--- src/rtl/rst_src_pkg.sv ---
package rst_src_pkg;

   typedef enum logic [1:0] {
      TA_IDLE  = 2'd0,
      TA_ARMED = 2'd1,
      TA_OPEN  = 2'd2
   } ta_state_e;

   typedef struct packed {
      logic por;
      logic wdt;
      logic en;
   } rst_flags_t;

endpackage

--- src/rtl/rst_src_combiner.sv ---
module rst_src_combiner #(
   parameter bit IRST_REG = 1'b1
) (
   input  logic clk_i,
   input  logic pwr_plain_i,
   input  logic pwr_nobk_i,
   input  logic ext_rst_i,
   input  logic wdt_to_i,
   output logic any_req_o,
   output logic irst_o,
   output logic pins_in_o
);

   assign any_req_o = pwr_plain_i | pwr_nobk_i | ext_rst_i | wdt_to_i;

   generate
      if (IRST_REG) begin : g_reg
         logic irst_q;
         logic pins_q;
         always_ff @(posedge clk_i) begin
            irst_q <= any_req_o;
            pins_q <= any_req_o;
         end
         assign irst_o    = irst_q;
         assign pins_in_o = pins_q;

         assert_irst_set_R1: assert property (@(posedge clk_i) disable iff (pwr_nobk_i)
            any_req_o |=> irst_o);
         assert_irst_release_R2: assert property (@(posedge clk_i) disable iff (pwr_nobk_i)
            !any_req_o |=> !irst_o);
         assert_pins_follow_R3: assert property (@(posedge clk_i) disable iff (pwr_nobk_i)
            any_req_o |=> pins_in_o);
      end else begin : g_comb
         assign irst_o    = any_req_o;
         assign pins_in_o = any_req_o;
      end
   endgenerate

endmodule

--- src/rtl/rst_src_unlock.sv ---
module rst_src_unlock
   import rst_src_pkg::*;
#(
   parameter int unsigned ADDR_W      = 4,
   parameter int unsigned DATA_W      = 8,
   parameter int unsigned UNLOCK_ADDR = 2,
   parameter int unsigned KEY_FIRST   = 8'hAA,
   parameter int unsigned KEY_SECOND  = 8'h55,
   parameter int unsigned WINDOW_CYC  = 4
) (
   input  logic              clk_i,
   input  logic              clr_i,
   input  logic              wr_en_i,
   input  logic [ADDR_W-1:0] addr_i,
   input  logic [DATA_W-1:0] wdata_i,
   input  logic              prot_wr_i,
   output logic              open_o
);

   localparam int unsigned CNT_W = $clog2(WINDOW_CYC + 1);

   ta_state_e        state_q;
   logic [CNT_W-1:0] cnt_q;
   logic             hit_addr;
   logic             key1_wr;
   logic             key2_wr;

   assign hit_addr = wr_en_i && (addr_i == ADDR_W'(UNLOCK_ADDR));
   assign key1_wr  = hit_addr && (wdata_i == DATA_W'(KEY_FIRST));
   assign key2_wr  = hit_addr && (wdata_i == DATA_W'(KEY_SECOND));

   always_ff @(posedge clk_i) begin
      if (clr_i) begin
         state_q <= TA_IDLE;
         cnt_q   <= '0;
      end else begin
         case (state_q)
            TA_IDLE: begin
               if (key1_wr) state_q <= TA_ARMED;
            end
            TA_ARMED: begin
               if (wr_en_i) begin
                  if (key2_wr) begin
                     state_q <= TA_OPEN;
                     cnt_q   <= CNT_W'(WINDOW_CYC);
                  end else if (!key1_wr) begin
                     state_q <= TA_IDLE;
                  end
               end
            end
            TA_OPEN: begin
               if (prot_wr_i || cnt_q == CNT_W'(1)) begin
                  state_q <= TA_IDLE;
                  cnt_q   <= '0;
               end else begin
                  cnt_q <= cnt_q - CNT_W'(1);
               end
            end
            default: state_q <= TA_IDLE;
         endcase
      end
   end

   assign open_o = (state_q == TA_OPEN);

   assert_open_needs_key_R11: assert property (@(posedge clk_i) disable iff (clr_i)
      $rose(open_o) |-> $past(key2_wr));
   assert_close_on_write_R13: assert property (@(posedge clk_i) disable iff (clr_i)
      (open_o && prot_wr_i) |=> !open_o);

endmodule

--- src/rtl/rst_src_flags.sv ---
module rst_src_flags
   import rst_src_pkg::*;
#(
   parameter int unsigned DATA_W  = 8,
   parameter int unsigned POR_BIT = 2,
   parameter int unsigned EN_BIT  = 0
) (
   input  logic              clk_i,
   input  logic              pwr_any_i,
   input  logic              pwr_nobk_i,
   input  logic              ext_rst_i,
   input  logic              wdt_to_i,
   input  logic              stat_wr_i,
   input  logic              stat_rd_i,
   input  logic              open_i,
   input  logic [DATA_W-1:0] wdata_i,
   output rst_flags_t        flags_o
);

   rst_flags_t flg_q;
   logic       wr_ok;

   assign wr_ok = stat_wr_i && open_i;

   always_ff @(posedge clk_i) begin
      if (pwr_any_i)  flg_q.por <= 1'b0;
      else if (wr_ok) flg_q.por <= wdata_i[POR_BIT];

      if (pwr_nobk_i) flg_q.en <= 1'b0;
      else if (wr_ok) flg_q.en <= wdata_i[EN_BIT];

      if (wdt_to_i)       flg_q.wdt <= 1'b1;
      else if (stat_rd_i) flg_q.wdt <= 1'b0;
   end

   assign flags_o = flg_q;

   assert_por_clear_R4: assert property (@(posedge clk_i) disable iff (ext_rst_i)
      pwr_any_i |=> !flags_o.por);
   assert_por_locked_R5: assert property (@(posedge clk_i) disable iff (pwr_any_i)
      !open_i |=> $stable(flags_o.por));
   assert_wdt_set_R6: assert property (@(posedge clk_i) disable iff (pwr_nobk_i)
      wdt_to_i |=> flags_o.wdt);
   assert_wdt_clear_R7: assert property (@(posedge clk_i) disable iff (pwr_nobk_i)
      (stat_rd_i && !wdt_to_i) |=> !flags_o.wdt);
   assert_wdt_no_write_R8: assert property (@(posedge clk_i) disable iff (pwr_nobk_i)
      (!wdt_to_i && !stat_rd_i) |=> $stable(flags_o.wdt));
   assert_en_clear_R9: assert property (@(posedge clk_i) disable iff (ext_rst_i)
      pwr_nobk_i |=> !flags_o.en);
   assert_en_locked_R10: assert property (@(posedge clk_i) disable iff (pwr_nobk_i)
      !open_i |=> $stable(flags_o.en));

endmodule

--- src/rtl/rst_src_ctrl.sv ---
module rst_src_ctrl
   import rst_src_pkg::*;
#(
   parameter int unsigned ADDR_W      = 4,
   parameter int unsigned DATA_W      = 8,
   parameter int unsigned STAT_ADDR   = 1,
   parameter int unsigned UNLOCK_ADDR = 2,
   parameter int unsigned POR_BIT     = 2,
   parameter int unsigned WDT_BIT     = 1,
   parameter int unsigned EN_BIT      = 0,
   parameter int unsigned WINDOW_CYC  = 4,
   parameter bit          IRST_REG    = 1'b1
) (
   input  logic              clk_i,
   input  logic              pwr_plain_i,
   input  logic              pwr_nobk_i,
   input  logic              ext_rst_i,
   input  logic              wdt_to_i,
   input  logic              reg_wr_i,
   input  logic              reg_rd_i,
   input  logic [ADDR_W-1:0] reg_addr_i,
   input  logic [DATA_W-1:0] reg_wdata_i,
   output logic [DATA_W-1:0] reg_rdata_o,
   output logic              irst_o,
   output logic              pins_in_o
);

   localparam int unsigned KEY_A = 8'hAA;
   localparam int unsigned KEY_B = 8'h55;

   generate
      if (DATA_W < 8) begin : g_bad_width
         $error("rst_src_ctrl: DATA_W must hold the 8-bit unlock key");
      end
      if (WINDOW_CYC < 1) begin : g_bad_window
         $error("rst_src_ctrl: WINDOW_CYC must be at least 1");
      end
      if (STAT_ADDR == UNLOCK_ADDR) begin : g_bad_addr
         $error("rst_src_ctrl: status and unlock addresses must differ");
      end
      if (POR_BIT == WDT_BIT || POR_BIT == EN_BIT || WDT_BIT == EN_BIT) begin : g_bad_bits
         $error("rst_src_ctrl: status bit positions must be distinct");
      end
      if (POR_BIT >= DATA_W || WDT_BIT >= DATA_W || EN_BIT >= DATA_W) begin : g_bad_pos
         $error("rst_src_ctrl: status bit position outside data width");
      end
   endgenerate

   logic       any_req;
   logic       pwr_any;
   logic       hit_stat;
   logic       stat_wr;
   logic       stat_rd;
   logic       win_open;
   rst_flags_t flags;

   assign pwr_any  = pwr_plain_i | pwr_nobk_i;
   assign hit_stat = (reg_addr_i == ADDR_W'(STAT_ADDR));
   assign stat_wr  = reg_wr_i && hit_stat;
   assign stat_rd  = reg_rd_i && hit_stat;

   rst_src_combiner #(
      .IRST_REG (IRST_REG)
   ) u_comb (
      .clk_i       (clk_i),
      .pwr_plain_i (pwr_plain_i),
      .pwr_nobk_i  (pwr_nobk_i),
      .ext_rst_i   (ext_rst_i),
      .wdt_to_i    (wdt_to_i),
      .any_req_o   (any_req),
      .irst_o      (irst_o),
      .pins_in_o   (pins_in_o)
   );

   rst_src_unlock #(
      .ADDR_W      (ADDR_W),
      .DATA_W      (DATA_W),
      .UNLOCK_ADDR (UNLOCK_ADDR),
      .KEY_FIRST   (KEY_A),
      .KEY_SECOND  (KEY_B),
      .WINDOW_CYC  (WINDOW_CYC)
   ) u_unlock (
      .clk_i     (clk_i),
      .clr_i     (any_req),
      .wr_en_i   (reg_wr_i),
      .addr_i    (reg_addr_i),
      .wdata_i   (reg_wdata_i),
      .prot_wr_i (stat_wr),
      .open_o    (win_open)
   );

   rst_src_flags #(
      .DATA_W  (DATA_W),
      .POR_BIT (POR_BIT),
      .EN_BIT  (EN_BIT)
   ) u_flags (
      .clk_i      (clk_i),
      .pwr_any_i  (pwr_any),
      .pwr_nobk_i (pwr_nobk_i),
      .ext_rst_i  (ext_rst_i),
      .wdt_to_i   (wdt_to_i),
      .stat_wr_i  (stat_wr),
      .stat_rd_i  (stat_rd),
      .open_i     (win_open),
      .wdata_i    (reg_wdata_i),
      .flags_o    (flags)
   );

   always_comb begin
      reg_rdata_o = '0;
      if (hit_stat) begin
         reg_rdata_o[POR_BIT] = flags.por;
         reg_rdata_o[WDT_BIT] = flags.wdt;
         reg_rdata_o[EN_BIT]  = flags.en;
      end
   end

   assert_pins_match_R3: assert property (@(posedge clk_i) disable iff (pwr_nobk_i)
      pins_in_o == irst_o);

endmodule

--- config.mk ---
export PLATFORM = sky130hd
export DESIGN_NAME = rst_src_ctrl
export DESIGN_NICKNAME = d
export VERILOG_FILES = /design/src/rtl/rst_src_pkg.sv /design/src/rtl/rst_src_combiner.sv /design/src/rtl/rst_src_unlock.sv /design/src/rtl/rst_src_flags.sv /design/src/rtl/rst_src_ctrl.sv
export SDC_FILE = /design/constraint.sdc
export NUM_CORES = 1
export LEC_CHECK = 0
export ABC_CLOCK_PERIOD_IN_PS = 1700
export CAP_MARGIN = 5
export CORE_UTILIZATION = 39
export DETAILED_ROUTE_END_ITERATION = 10
export HOLD_SLACK_MARGIN = 0.05
export PLACE_DENSITY_LB_ADDON = 0.25
export SYNTH_ARGS = -nofsm -noshare
export SYNTH_HDL_FRONTEND = slang
export SYNTH_HIERARCHICAL = 1
export SYNTH_SLANG_ARGS = --single-unit
--- constraint.sdc ---
create_clock -name clk_i -period 1.7 [get_ports clk_i]
set_clock_uncertainty 0.1 [all_clocks]
set_input_delay 0.34 -clock clk_i [delete_from_list [all_inputs] [get_ports clk_i]]
set_output_delay 0.34 -clock clk_i [all_outputs]
set_load 0.02 [all_outputs]
=== Word-level counts from Yosys, hierarchy flattened ===
Index checks and enable logic that the tools add are counted.

* Bits in registers: 9
* Word-level logic and storage cells: 44
* Output and inout port bits: 10

* Equality and inequality tests: 12
* Bitwise gates (word level): 3
* Reductions and logical operators: 11
* Mux-type cells: 11
* Add/sub/neg operators: 1

{| class="wikitable"
|+ Operators with widths
! cell !! number
|-
| $mux W3 || 4
|-
| $mux W2 || 5
|-
| $eq A8 B7 Y1 const B || 1
|-
| $eq A8 B8 Y1 const B || 1
|-
| $logic_and A1 B1 Y1 || 6
|-
| $pmux W2 S3 || 1
|-
| $pmux W3 S2 || 1
|-
| $eq A4 B1 Y1 const B || 1
|-
| $eq A4 B2 Y1 const B || 1
|-
| $ne A2 B1 Y1 const B || 2
|-
| $ne A2 B2 Y1 const B || 2
|-
| $reduce_and A4 Y1 || 1
|-
| $eq A3 B1 Y1 const B || 1
|-
| $ne A3 B3 Y1 const B || 1
|-
| $or A1 B1 Y1 || 3
|-
| $reduce_and A3 Y1 || 1
|-
| $sub A3 B1 Y3 const B || 1
|-
| $eq A2 B1 Y1 const B || 1
|-
| $eq A2 B2 Y1 const B || 1
|-
| $logic_not A2 Y1 || 1
|-
| $reduce_bool A2 Y1 || 1
|-
| $logic_or A1 B1 Y1 || 1
|}

=== Logic depth before layout (Yosys ltp) ===
Gate-level depths: netlist (run 1).

* Word-level depth: 7
* Depth in mapped cells: 5
* Depth with buffers taken out: 5

=== Modules after synthesis ===
The synthesis (run 1) kept the hierarchy.

{| class="wikitable"
|+ Modules (own cells, without submodules)
! module !! instances !! seq. area each (um2) !! cells an instance !! area each (um2)
|-
| rst_src_unlock || 1 || 100.1 || 36 || 340.3
|-
| rst_src_flags || 1 || 60.1 || 11 || 118.9
|-
| rst_src_ctrl || 1 || 0.0 || 13 || 102.6
|-
| rst_src_combiner || 1 || 20.0 || 3 || 35.0
|}

=== Worst setup path before layout (run 1) ===
No wires, ideal clock.

* Path kind: input -> register
* Start: in wdt_to_i
* End: reg u_unlock.cnt_q[0]
* Required time: 1.508 ns
* Arrival time: 1.226 ns
* Library setup time: 0.092 ns
* Slack: 0.281 ns
* Stages on the path: 3
* Cells stage by stage: or4_1 > nand3b_1 > o32ai_1

* Word-level cells in the longest chain between the ends: 1

{| class="wikitable"
|+ RTL lines
! item !! line !! source
|-
| start, declared || rst_src_ctrl.sv:18 || <nowiki>input logic wdt_to_i,</nowiki>
|-
| $or A1 B1 Y1 || rst_src_combiner.sv:14 || <nowiki>assign any_req_o = pwr_plain_i | pwr_nobk_i | ext_rst_i | wdt_to_i;</nowiki>
|-
| end signal, assigned || rst_src_unlock.sv:45 || <nowiki>cnt_q <= CNT_W'(WINDOW_CYC);</nowiki>
|-
| end signal, assigned || rst_src_unlock.sv:56 || <nowiki>cnt_q <= cnt_q - CNT_W'(1);</nowiki>
|-
| end, declared || rst_src_unlock.sv:23 || <nowiki>logic [CNT_W-1:0] cnt_q;</nowiki>
|}

No other way between the ends.
A chain may end at the register's enable or synchronous reset.

=== Worst setup path after layout (run 1) ===
* Start: in reg_addr_i[1]
* End: out reg_rdata_o[1]

* Word-level cells in the longest chain between the ends: 2

{| class="wikitable"
|+ RTL lines
! item !! line !! source
|-
| start, declared || rst_src_ctrl.sv:21 || <nowiki>input logic [ADDR_W-1:0] reg_addr_i,</nowiki>
|-
| $eq A4 B1 Y1 || rst_src_ctrl.sv:58 || <nowiki>assign hit_stat = (reg_addr_i == ADDR_W'(STAT_ADDR));</nowiki>
|-
| $mux W3 || rst_src_ctrl.sv:111 || <nowiki>if (hit_stat) begin</nowiki>
|-
| end, declared || rst_src_ctrl.sv:23 || <nowiki>output logic [DATA_W-1:0] reg_rdata_o,</nowiki>
|}

No other way between the ends.

==> key figures, run 1 <==
Clock tree
  – Sink Count: 9
  – Postcts setup bufs: 0
  – Clk Tree Root Cell: sky130_fd_sc_hd__clkbuf_4
  – CTS max path bufs: 2
  – Number of levels in the clock H-tree: 1
  – Inserted Clock Buffers: 3
  – Clock network latency to the later pin of the worst-skew pair: approximately 270 ps
  – Worst-path clk slew: roughly 60 ps
  – CTS tree: built

Cells and area
  – Count of nets after finishing: about 120
  – Layout Area Growth over Synthesis: 50.9%
  – Ant diodes: 0
  – Fraction of final layout cells sized beyond drive strength 1: between 20% and 30%

Route
  – Highest routed layer: met4
  – Via count: 559
  – Antenna viol nets, final: 0
  – Final Routed Wirelength: ~1.3 mm
  – Wire length on met3: around 90 microns
  – 1st-pass router iterations: 2
  – Via density per instance: 5.08
  – Wire length on met2: 649 microns
  – Met1 Routed Length: between 500 and 600 microns
  – Starting DRC count in detailed routing: 6
  – Wire length per cell after detailed routing: approximately 12 microns
  – Count of unresolved DRC violations after routing: 0

Synthesis
  – Synth Cell Area: 597 sq um
  – Share of Yosys cell area claimed by the top area cell type: roughly 30%
  – Synthesis-stage register bit count: 9
  – Mapped Cells: 63
  – Cell taking the most area after synthesis: sky130_fd_sc_hd__dfxtp_1
  – Ranking of synthesized cells by area: sky130_fd_sc_hd__dfxtp_1 30%, sky130_fd_sc_hd__buf_4 7.5%, sky130_fd_sc_hd__and2_1 5.2%
  – Synth unique cells: 30
  – Yosys synthesis warning count: 6
  – Average cell area after synthesis: between 9 and 10 sq um
  – Sequential fraction of the synthesis area: a little under a third

Timing
  – Total count of max-transition violations in the final report: 0
  – Share of the clock period used by the worst path after layout: 96.5%
  – Final setup violation count: 0
  – Max Clk Rate: 609 MHz
  – Final hold violation count: 0
  – Setup slack after layout: 59.1 ps
  – Final critical delay including setup and external delays: approximately 1600 ps

Global route
  – First-pass GRT wire length: ~2 mm
  – Total congestion overflow after global routing: 0
  – Number of antenna violations at the first check in global routing: 0
  – Number of global-route vias before repair: 507
  – Largest net degree at the start of global routing: 9
  – Overall fraction of global-route tracks in use: approximately a fifth

Floorplan
  – Floorplan die height: just over 40 microns
  – Standard-cell rows: 13
  – Core Footprint: approximately 0.0014 sq mm
  – Initial Utilization: a little over two fifths
  – Die Area: around 0.0017 sq mm
  – # IOs: 29
  – Die width: slightly above 40 microns

Critical path
  – Kind of critical path: in -> out
  – Launching element type of the critical path: input port
  – Peak fanout along the critical path: 5
  – Crit path arrival time: 1200 ps
  – Worst endpoint required time: 1260 ps
  – Category of the worst setup path capture point: output port
  – Number of cell instances on the worst register-to-register path: 3

Pwr
  – Design Power: roughly 480 uW
  – Power per standard cell area: 530 mW/mm^2
  – Reported leakage power: about 0.36 nW
  – VDD IR max: about 0.29 mV

Placed design
  – Post-detailed-placement half-perimeter wirelength: just under 1 mm
  – Routability cong.: roughly 0.76
  – Worst slack after detailed placement: -688 ps
  – IO buf count: 23

Min path
  – Worst hold path depth: 1
  – Classification of the worst-slack hold path: reg -> reg

Outcome
  – Result of the run: finished clean

Run
  – Count of maximum capacitance violations: 0
## cell families after synthesis
logic type,Yosys count,share of synthesized area (%)
compound gates,12,16.1
other cells,1,0.628
simple gates,28,38.2
buf+inv,11,10.7
fa+ha+maj,2,4.19
flops,9,30.2
## cells in the mapped netlist
cell / n
sky130_fd_sc_hd__o32ai_1: 2
sky130_fd_sc_hd__nor3b_2: 2
sky130_fd_sc_hd__dfxtp_1: 9
sky130_fd_sc_hd__nand4_1: 1
sky130_fd_sc_hd__nor4b_4: 1
sky130_fd_sc_hd__nand3b_1: 2
sky130_fd_sc_hd__nand3_1: 3
sky130_fd_sc_hd__a31oi_1: 1
sky130_fd_sc_hd__nand2b_1: 1
sky130_fd_sc_hd__and4bb_1: 2
sky130_fd_sc_hd__a41oi_1: 1
sky130_fd_sc_hd__or4_1: 1
sky130_fd_sc_hd__nor2b_1: 2
sky130_fd_sc_hd__a21oi_2: 2
sky130_fd_sc_hd__and4bb_2: 1
sky130_fd_sc_hd__or2_2: 1
sky130_fd_sc_hd__and4_1: 1
sky130_fd_sc_hd__inv_1: 5
sky130_fd_sc_hd__buf_4: 6
sky130_fd_sc_hd__o21ai_0: 1
sky130_fd_sc_hd__ha_1: 2
sky130_fd_sc_hd__a21bo_1: 2
sky130_fd_sc_hd__nor4bb_1: 2
sky130_fd_sc_hd__and2_1: 5
sky130_fd_sc_hd__nor3_1: 1
sky130_fd_sc_hd__a21oi_1: 1
sky130_fd_sc_hd__conb_1: 1
sky130_fd_sc_hd__a21o_1: 1
sky130_fd_sc_hd__o21ai_2: 1
sky130_fd_sc_hd__nor2_1: 2
## registers in the layout, summed over array words and instances (netlist names)
register / count
u_flags/flags_o: 3
u_unlock/state_q: 2
u_unlock/cnt_q: 3
u_comb/pins_in_o: 1
## cells in the final DEF (no fill, tap or decap), types with 2 or more instances in the layout
| cell | count |
|---|---|
| sky130_fd_sc_hd__nor2_1 | 2 |
| sky130_fd_sc_hd__buf_4 | 7 |
| sky130_fd_sc_hd__a21bo_1 | 2 |
| sky130_fd_sc_hd__and4bb_1 | 2 |
| sky130_fd_sc_hd__nor3b_2 | 2 |
| sky130_fd_sc_hd__clkdlybuf4s50_1 | 15 |
| sky130_fd_sc_hd__nor4bb_1 | 2 |
| sky130_fd_sc_hd__a21oi_2 | 2 |
| sky130_fd_sc_hd__clkbuf_2 | 2 |
| sky130_fd_sc_hd__dfxtp_1 | 9 |
| sky130_fd_sc_hd__nor2b_1 | 2 |
| sky130_fd_sc_hd__nand3_1 | 3 |
| sky130_fd_sc_hd__and2_1 | 2 |
| sky130_fd_sc_hd__clkbuf_4 | 3 |
| sky130_fd_sc_hd__conb_1 | 5 |
| sky130_fd_sc_hd__buf_6 | 3 |
| sky130_fd_sc_hd__ha_1 | 2 |
| sky130_fd_sc_hd__inv_1 | 5 |
| sky130_fd_sc_hd__o32ai_1 | 2 |
| sky130_fd_sc_hd__nand3b_1 | 2 |
| sky130_fd_sc_hd__and2_4 | 3 |
## per-layer routing
layer,global-route usage [%],vias up
met5,0,-
met4,9.68,0
met3,8.15,4
met2,30.5,24
met1,21.0,246
li1,-,285
## final cells by class
cell class                 count  area (sq um)
sequential                     9           180
timing repair buffer          30           278
tap                           15          18.8
multi-input combinational     47           379
fill                         114           465
inverter                       5          18.8
clock buffer                   4          26.3
## where the power goes
group | internal, mW | leakage [nW] | switching, mW | total [mW]
Combinational | 0.0567 | 0.272 | 0.0352 | 0.0920
Clock | 0.0908 | 0.0150 | 0.0820 | 0.173
Sequential | 0.212 | 0.0727 | 0.000534 | 0.212
## worst max-delay path: stages
cell                              delay [ps]
sky130_fd_sc_hd__clkdlybuf4s15_1         210
sky130_fd_sc_hd__nor4b_4                 330
sky130_fd_sc_hd__and2_4                  210
sky130_fd_sc_hd__buf_6                   110
## metrics by stage
stage / utilization [%] / hold WS (ps) / instance area (sq um) / TNS, ps / cells
global route: 65.9 / 389 / 901 / -0.833 / 110
floorplan: - / 302 / 612 / 0 / 67
CTS: 64.9 / 360 / 887 / 0 / 110
detailed placement: 63.6 / 346 / 868 / -3610 / 106
finish: 65.9 / 370 / 901 / 0 / 110
global placement: 63.6 / 328 / 868 / -3370 / 106
## path summary, 6_finish.rpt
| check | endpoint | startpoint | slack [ps] |
|---|---|---|---|
| setup / recovery | reg_rdata_o[1] | reg_addr_i[1] | 60 |
| hold / removal | u_flags/flags_o[1]$_SDFFE_PP1P_ | u_flags/flags_o[1]$_SDFFE_PP1P_ | 370 |
| setup reg to reg | u_unlock/cnt_q[1]$_SDFFE_PP0P_ | u_unlock/cnt_q[0]$_SDFFE_PP0P_ | 520 |
| hold reg to reg | u_flags/flags_o[1]$_SDFFE_PP1P_ | u_flags/flags_o[1]$_SDFFE_PP1P_ | 370 |
## repair_timing
item,4_1_cts,5_1_grt
pin swaps,2,3
setup endpoints to repair,4,7
hold buffers,0,0
resized for setup,21,11
Note: power is estimated with default switching activity, not from simulation.
==> run 2, diff against run 1 <==
--- a/config.mk
+++ b/config.mk
@@ -5,6 +5,7 @@
 export SDC_FILE = /design/constraint.sdc
 export NUM_CORES = 1
 export LEC_CHECK = 0
+export ABC_AREA = 0
 export ABC_CLOCK_PERIOD_IN_PS = 1700
 export CAP_MARGIN = 5
 export CORE_UTILIZATION = 39
==> results of run 2 <==
No change in the layout: final DEF, timing and power equal those of run 1.
